--- config.mk ---
export PLATFORM = sky130hd
export DESIGN_NAME = csync_vsep
export DESIGN_NICKNAME = d
export VERILOG_FILES = /design/src/rtl/csync_vsep_pkg.sv /design/src/rtl/csync_vsep_sync.sv /design/src/rtl/csync_vsep_width.sv /design/src/rtl/csync_vsep_decide.sv /design/src/rtl/csync_vsep.sv
export SDC_FILE = /design/constraint.sdc
export NUM_CORES = 1
export LEC_CHECK = 0
export ABC_CLOCK_PERIOD_IN_PS = 2000
export BUFFER_PORTS_ARGS = -buffer_cell sky130_fd_sc_hd__buf_2
export CAP_MARGIN = 20
export CORE_UTILIZATION = 30
export CTS_CLUSTER_DIAMETER = 100
export DETAILED_ROUTE_END_ITERATION = 12
export GPL_TIMING_DRIVEN = 1
export PLACE_DENSITY = 0.55
export SLEW_MARGIN = 40
export SYNTH_ARGS = -nofsm -noshare
export SYNTH_HDL_FRONTEND = slang
export SYNTH_SLANG_ARGS = --single-unit
--- constraint.sdc ---
create_clock -name clk -period 2 [get_ports clk]
set_input_delay 0.1 -clock clk [delete_from_list [all_inputs] [get_ports clk]]
set_output_delay 0.1 -clock clk [all_outputs]
set_load 0.01 [all_outputs]
--- src/rtl/csync_vsep_pkg.sv ---
package csync_vsep_pkg;

    localparam int CNT_W = 8;

    typedef logic [CNT_W-1:0] cnt_t;

    // Per-cycle view of the synchronised sync level
    typedef struct packed {
        logic active;  // sync currently in its active level
        logic rise;    // first cycle of an active pulse
        logic held;    // active now and in the previous cycle
        logic fall;    // first cycle after an active pulse
    } sync_ev_t;

    function automatic cnt_t sat_inc(cnt_t v);
        return (v == '1) ? v : cnt_t'(v + 1'b1);
    endfunction

endpackage

--- src/rtl/csync_vsep_sync.sv ---
module csync_vsep_sync
    import csync_vsep_pkg::*;
#(
    parameter int STAGES = 2
) (
    input  logic     clk,
    input  logic     rst,
    input  logic     csync_n_i,
    output sync_ev_t ev_o
);

    logic [STAGES-1:0] shreg;
    logic              act_q;
    logic              act;

    generate
        if (STAGES == 1) begin : g_one
            always_ff @(posedge clk) begin
                if (rst) shreg <= '1;
                else     shreg <= csync_n_i;
            end
        end else begin : g_many
            always_ff @(posedge clk) begin
                if (rst) shreg <= '1;
                else     shreg <= {shreg[STAGES-2:0], csync_n_i};
            end
        end
    endgenerate

    assign act = ~shreg[STAGES-1];

    always_ff @(posedge clk) begin
        if (rst) act_q <= 1'b0;
        else     act_q <= act;
    end

    always_comb begin
        ev_o.active = act;
        ev_o.rise   = act & ~act_q;
        ev_o.held   = act & act_q;
        ev_o.fall   = ~act & act_q;
    end

endmodule

--- src/rtl/csync_vsep_width.sv ---
module csync_vsep_width
    import csync_vsep_pkg::*;
(
    input  logic     clk,
    input  logic     rst,
    input  logic     tick_en_i,
    input  sync_ev_t ev_i,
    output cnt_t     cnt_o
);

    always_ff @(posedge clk) begin
        if (rst)                        cnt_o <= '0;
        else if (ev_i.rise)             cnt_o <= '0;
        else if (ev_i.held && tick_en_i) cnt_o <= sat_inc(cnt_o);
    end

endmodule

--- src/rtl/csync_vsep_decide.sv ---
module csync_vsep_decide
    import csync_vsep_pkg::*;
(
    input  logic     clk,
    input  logic     rst,
    input  sync_ev_t ev_i,
    input  cnt_t     cnt_i,
    input  cnt_t     thresh_i,
    output logic     vsync_o
);

    logic off;
    logic long_now;

    assign off      = (thresh_i == '0);
    assign long_now = (cnt_i >= thresh_i);

    always_ff @(posedge clk) begin
        if (rst)                           vsync_o <= 1'b0;
        else if (off)                      vsync_o <= 1'b0;
        else if (ev_i.held && long_now)    vsync_o <= 1'b1;
        else if (ev_i.fall && !long_now)   vsync_o <= 1'b0;
    end

endmodule

--- src/rtl/csync_vsep.sv ---
module csync_vsep
    import csync_vsep_pkg::*;
#(
    parameter int SYNC_STAGES = 2
) (
    input  logic             clk,
    input  logic             rst,
    input  logic             tick_en_i,
    input  logic             csync_n_i,
    input  logic [CNT_W-1:0] thresh_i,
    output logic             vsync_o,
    output logic [CNT_W-1:0] width_o
);

    sync_ev_t ev;
    cnt_t     cnt;

    csync_vsep_sync #(.STAGES(SYNC_STAGES)) u_sync (
        .clk       (clk),
        .rst       (rst),
        .csync_n_i (csync_n_i),
        .ev_o      (ev)
    );

    csync_vsep_width u_width (
        .clk       (clk),
        .rst       (rst),
        .tick_en_i (tick_en_i),
        .ev_i      (ev),
        .cnt_o     (cnt)
    );

    csync_vsep_decide u_decide (
        .clk      (clk),
        .rst      (rst),
        .ev_i     (ev),
        .cnt_i    (cnt),
        .thresh_i (thresh_i),
        .vsync_o  (vsync_o)
    );

    assign width_o = cnt;

endmodule

==> metrics.txt <==
hpwl dp=about 1300 µm; multi-input logic area=442 µm²; syn nets=104; routed len/inst=12.1 µm; FF/Latch Area=about 240 µm²; postcts setup bufs=0; CP endpoint kind=register; Final nets=129; clk slew on worst S/H paths=0.08 ns; worst path arrival time=1.84 ns; Worst EP required=2.17 ns; I/O pin count=21; DRT Wirelength=1630 µm; warnings from Yosys=0; DR DRC count=0; Final Max Tran Viols=0; post_cts resized=0; share of the synthesized area in the top cell type=33.6%; Post-DP Area=851 µm²; total chip power=0.472 mW; maximum VDD drop=0.240 mV; Reg2Reg Launch Point=u_width.cnt_o[0]$_SDFFE_PP0P_; Final ANT Viol Nets=0; critical path class=reg2reg; Final min period=1.67 ns; drt first pass iters=4; Syn Std Cell Area=716 µm²; Row Count=17; register area share after synthesis=33.6%; number of global-route vias before repair=712; CP max stage cell=dfxtp_1; leading area contributor after synthesis=dfxtp_1; share of cells above drive strength 1=27.1%; DRT iter0 DRCs=13; CP startpoint kind=register; GP Congestion=between 0.8 and 0.9; first-pass GRT wire length=2950 µm; Die Ht=50.8 µm; Post-Layout Inst Area=887 µm²; # port buffers=20; post-synthesis cell count=between 80 and 90; Sink Count=12; worst r2r path cells=6; crit path from=u_width.cnt_o[0]$_SDFFE_PP0P_; endpoints failing hold=0; # fillers=236; antenna fix cells=0; Hold Path Class=in2reg; most common cell in the netlist=dfxtp_1; CTS tree=built; crit share post-route=83.6%; ranking of synthesized cells by area=dfxtp_1 34%, ha_1 16%, inv_1 4.7%, a21oi_1 4.2%, xor2_1 3.7%; largest net degree at the start of global routing=9; Post-synth EDFFs=0; headroom to the max-slew limit=55.1%; initial core utilization=about a third; initial antenna violation count=0; Core Region=0.00223 mm²; synthesized area per cell=8.62 µm²; Post-synth top cells=12 x dfxtp_1, 9 x ha_1, 9 x inv_1, 6 x a21oi_1; delay of the slowest critical-path stage=0.43 ns; utilization after layout=39.7%; Final setup viols=0; CTS Buf Count=3; CP cell instances=inv_1 -> ha_1 -> nand2b_1 -> a2111oi_0 -> nor3_1 -> o21a_1; Synth Register Bits=12; Crit Reg-Reg Endpoint=u_decide.vsync_o$_SDFFE_PP0P_; CTS Hold Bufs=0; status=finished clean; Clock Path Buffers=2; Worst Path Max Fanout=5; total grt overflow=0; max cap viols=0; flop2flop setup slack=0.33 ns; Fin Clk Skew=0.00338 ns; die span in x=roughly 50 µm; Slew @ Worst Pin=slightly below 0.7 ns; ys async rst share=0%; Die ar.=about 0.0026 mm²; Worst Setup EP=u_decide.vsync_o$_SDFFE_PP0P_; Root Driver=clkbuf_4; Hold Slack=0.0150 ns; post-synth cell types=31; H-tree depth=1; GRT Resource Usage Total=15.3%; ys flop type=dfxtp_1; via/cell ratio=between 5 and 6; Fmax=598 MHz; static leakage=0.424 nW; routed vias=693; unrepaired setup endpoints after global routing=false; setup_tns=0 ns; clk_lat worst skew=0.27 ns; Layout area overhead=24.0%; pwr dens=532 mW/mm²
-- cells by family after synthesis --
family,count (synthesis),share of synthesized area (%)
compound gates,19,17.3
flops,12,33.6
simple gates,30,23.8
xor+xnor,4,4.90
buf+inv,9,4.72
fa+ha+maj,9,15.7
-- per-layer routing --
metal / vias up / share of wire (%) / global-route usage [%] / wire length, µm
met3: 2 / 4.1 / 3.87 / 67
li1: 353 / - / - / -
met4: 0 / 1.0 / 6.94 / 17
met2: 13 / 48 / 26.4 / 790
met5: - / 0 / 0 / 0
met1: 325 / 46 / 17.6 / 756
-- registers in the layout, summed over array words and instances (netlist names) --
name,cells
u_width.cnt_o,8
u_sync.shreg,2
u_decide.vsync_o,1
u_sync.act_q,1
-- worst max-delay path, delay by kind of cell (launching register included) --
kind / cells / cell delay [ns]
adder cells (fa/ha/maj): 1 / 0.26
flip-flops: 1 / 0.43
AO/OA/AOI/OAI: 2 / 0.59
buffers and inverters: 1 / 0.06
AND/OR/NAND/NOR: 2 / 0.23
-- area by class of cell --
class                      instances  area share [%]
multi-input combinational         62            49.8
sequential                        12            27.1
timing repair buffer              20            11.3
clock buffer                       4            4.09
tap                               28            3.95
inverter                           9            3.81
-- cell usage in the layout, fill, tap and decap left out, drive strengths merged --
cell type	count
nand2	5
nand2b	1
a221oi	1
o21a	2
clkbuf	4
and3b	1
o21ai	4
inv	9
nor2	5
or3	1
or4	2
nor4	2
o21bai	1
a21oi	6
and4	1
or2	2
nand3	4
a2111oi	1
a211oi	1
dfxtp	12
ha	9
buf	20
and2	1
and3	1
nand4	2
xnor2	1
xor2	3
o31ai	2
o211ai	1
nor3	2
-- through the flow --
step	setup slack, ns	cells
6_report	0.328	135
5_1_grt	0.160	135
4_1_cts	0.321	135
3_5_place_dp	0.336	131
3_3_place_gp	0.410	131
2_1_floorplan	0.407	83
-- report_power, final --
| group | leakage, nW | internal [mW] | total (mW) | switching [mW] |
|---|---|---|---|---|
| clock | 0.0210 | 0.110 | 0.194 | 0.0832 |
| sequential | 0.0972 | 0.241 | 0.243 | 0.00167 |
| combinational | 0.306 | 0.0165 | 0.0350 | 0.0185 |
| total | 0.424 | 0.368 | 0.472 | 0.103 |
-- worst min path at each step --
stage | from | endpoint | slack [ns] | cells past startpoint
floorplan | rst | u_sync.act_q$_SDFF_PP0_ | 0.17 | 1
global placement | csync_n_i | u_sync.shreg[0]$_SDFF_PP1_ | 0.29 | 2
detailed placement | csync_n_i | u_sync.shreg[0]$_SDFF_PP1_ | 0.29 | 2
CTS | csync_n_i | u_sync.shreg[0]$_SDFF_PP1_ | 0.02 | 2
global route | csync_n_i | u_sync.shreg[0]$_SDFF_PP1_ | 0.01 | 2
finish | csync_n_i | u_sync.shreg[0]$_SDFF_PP1_ | 0.01 | 2
(Power assumes the default switching activity.)
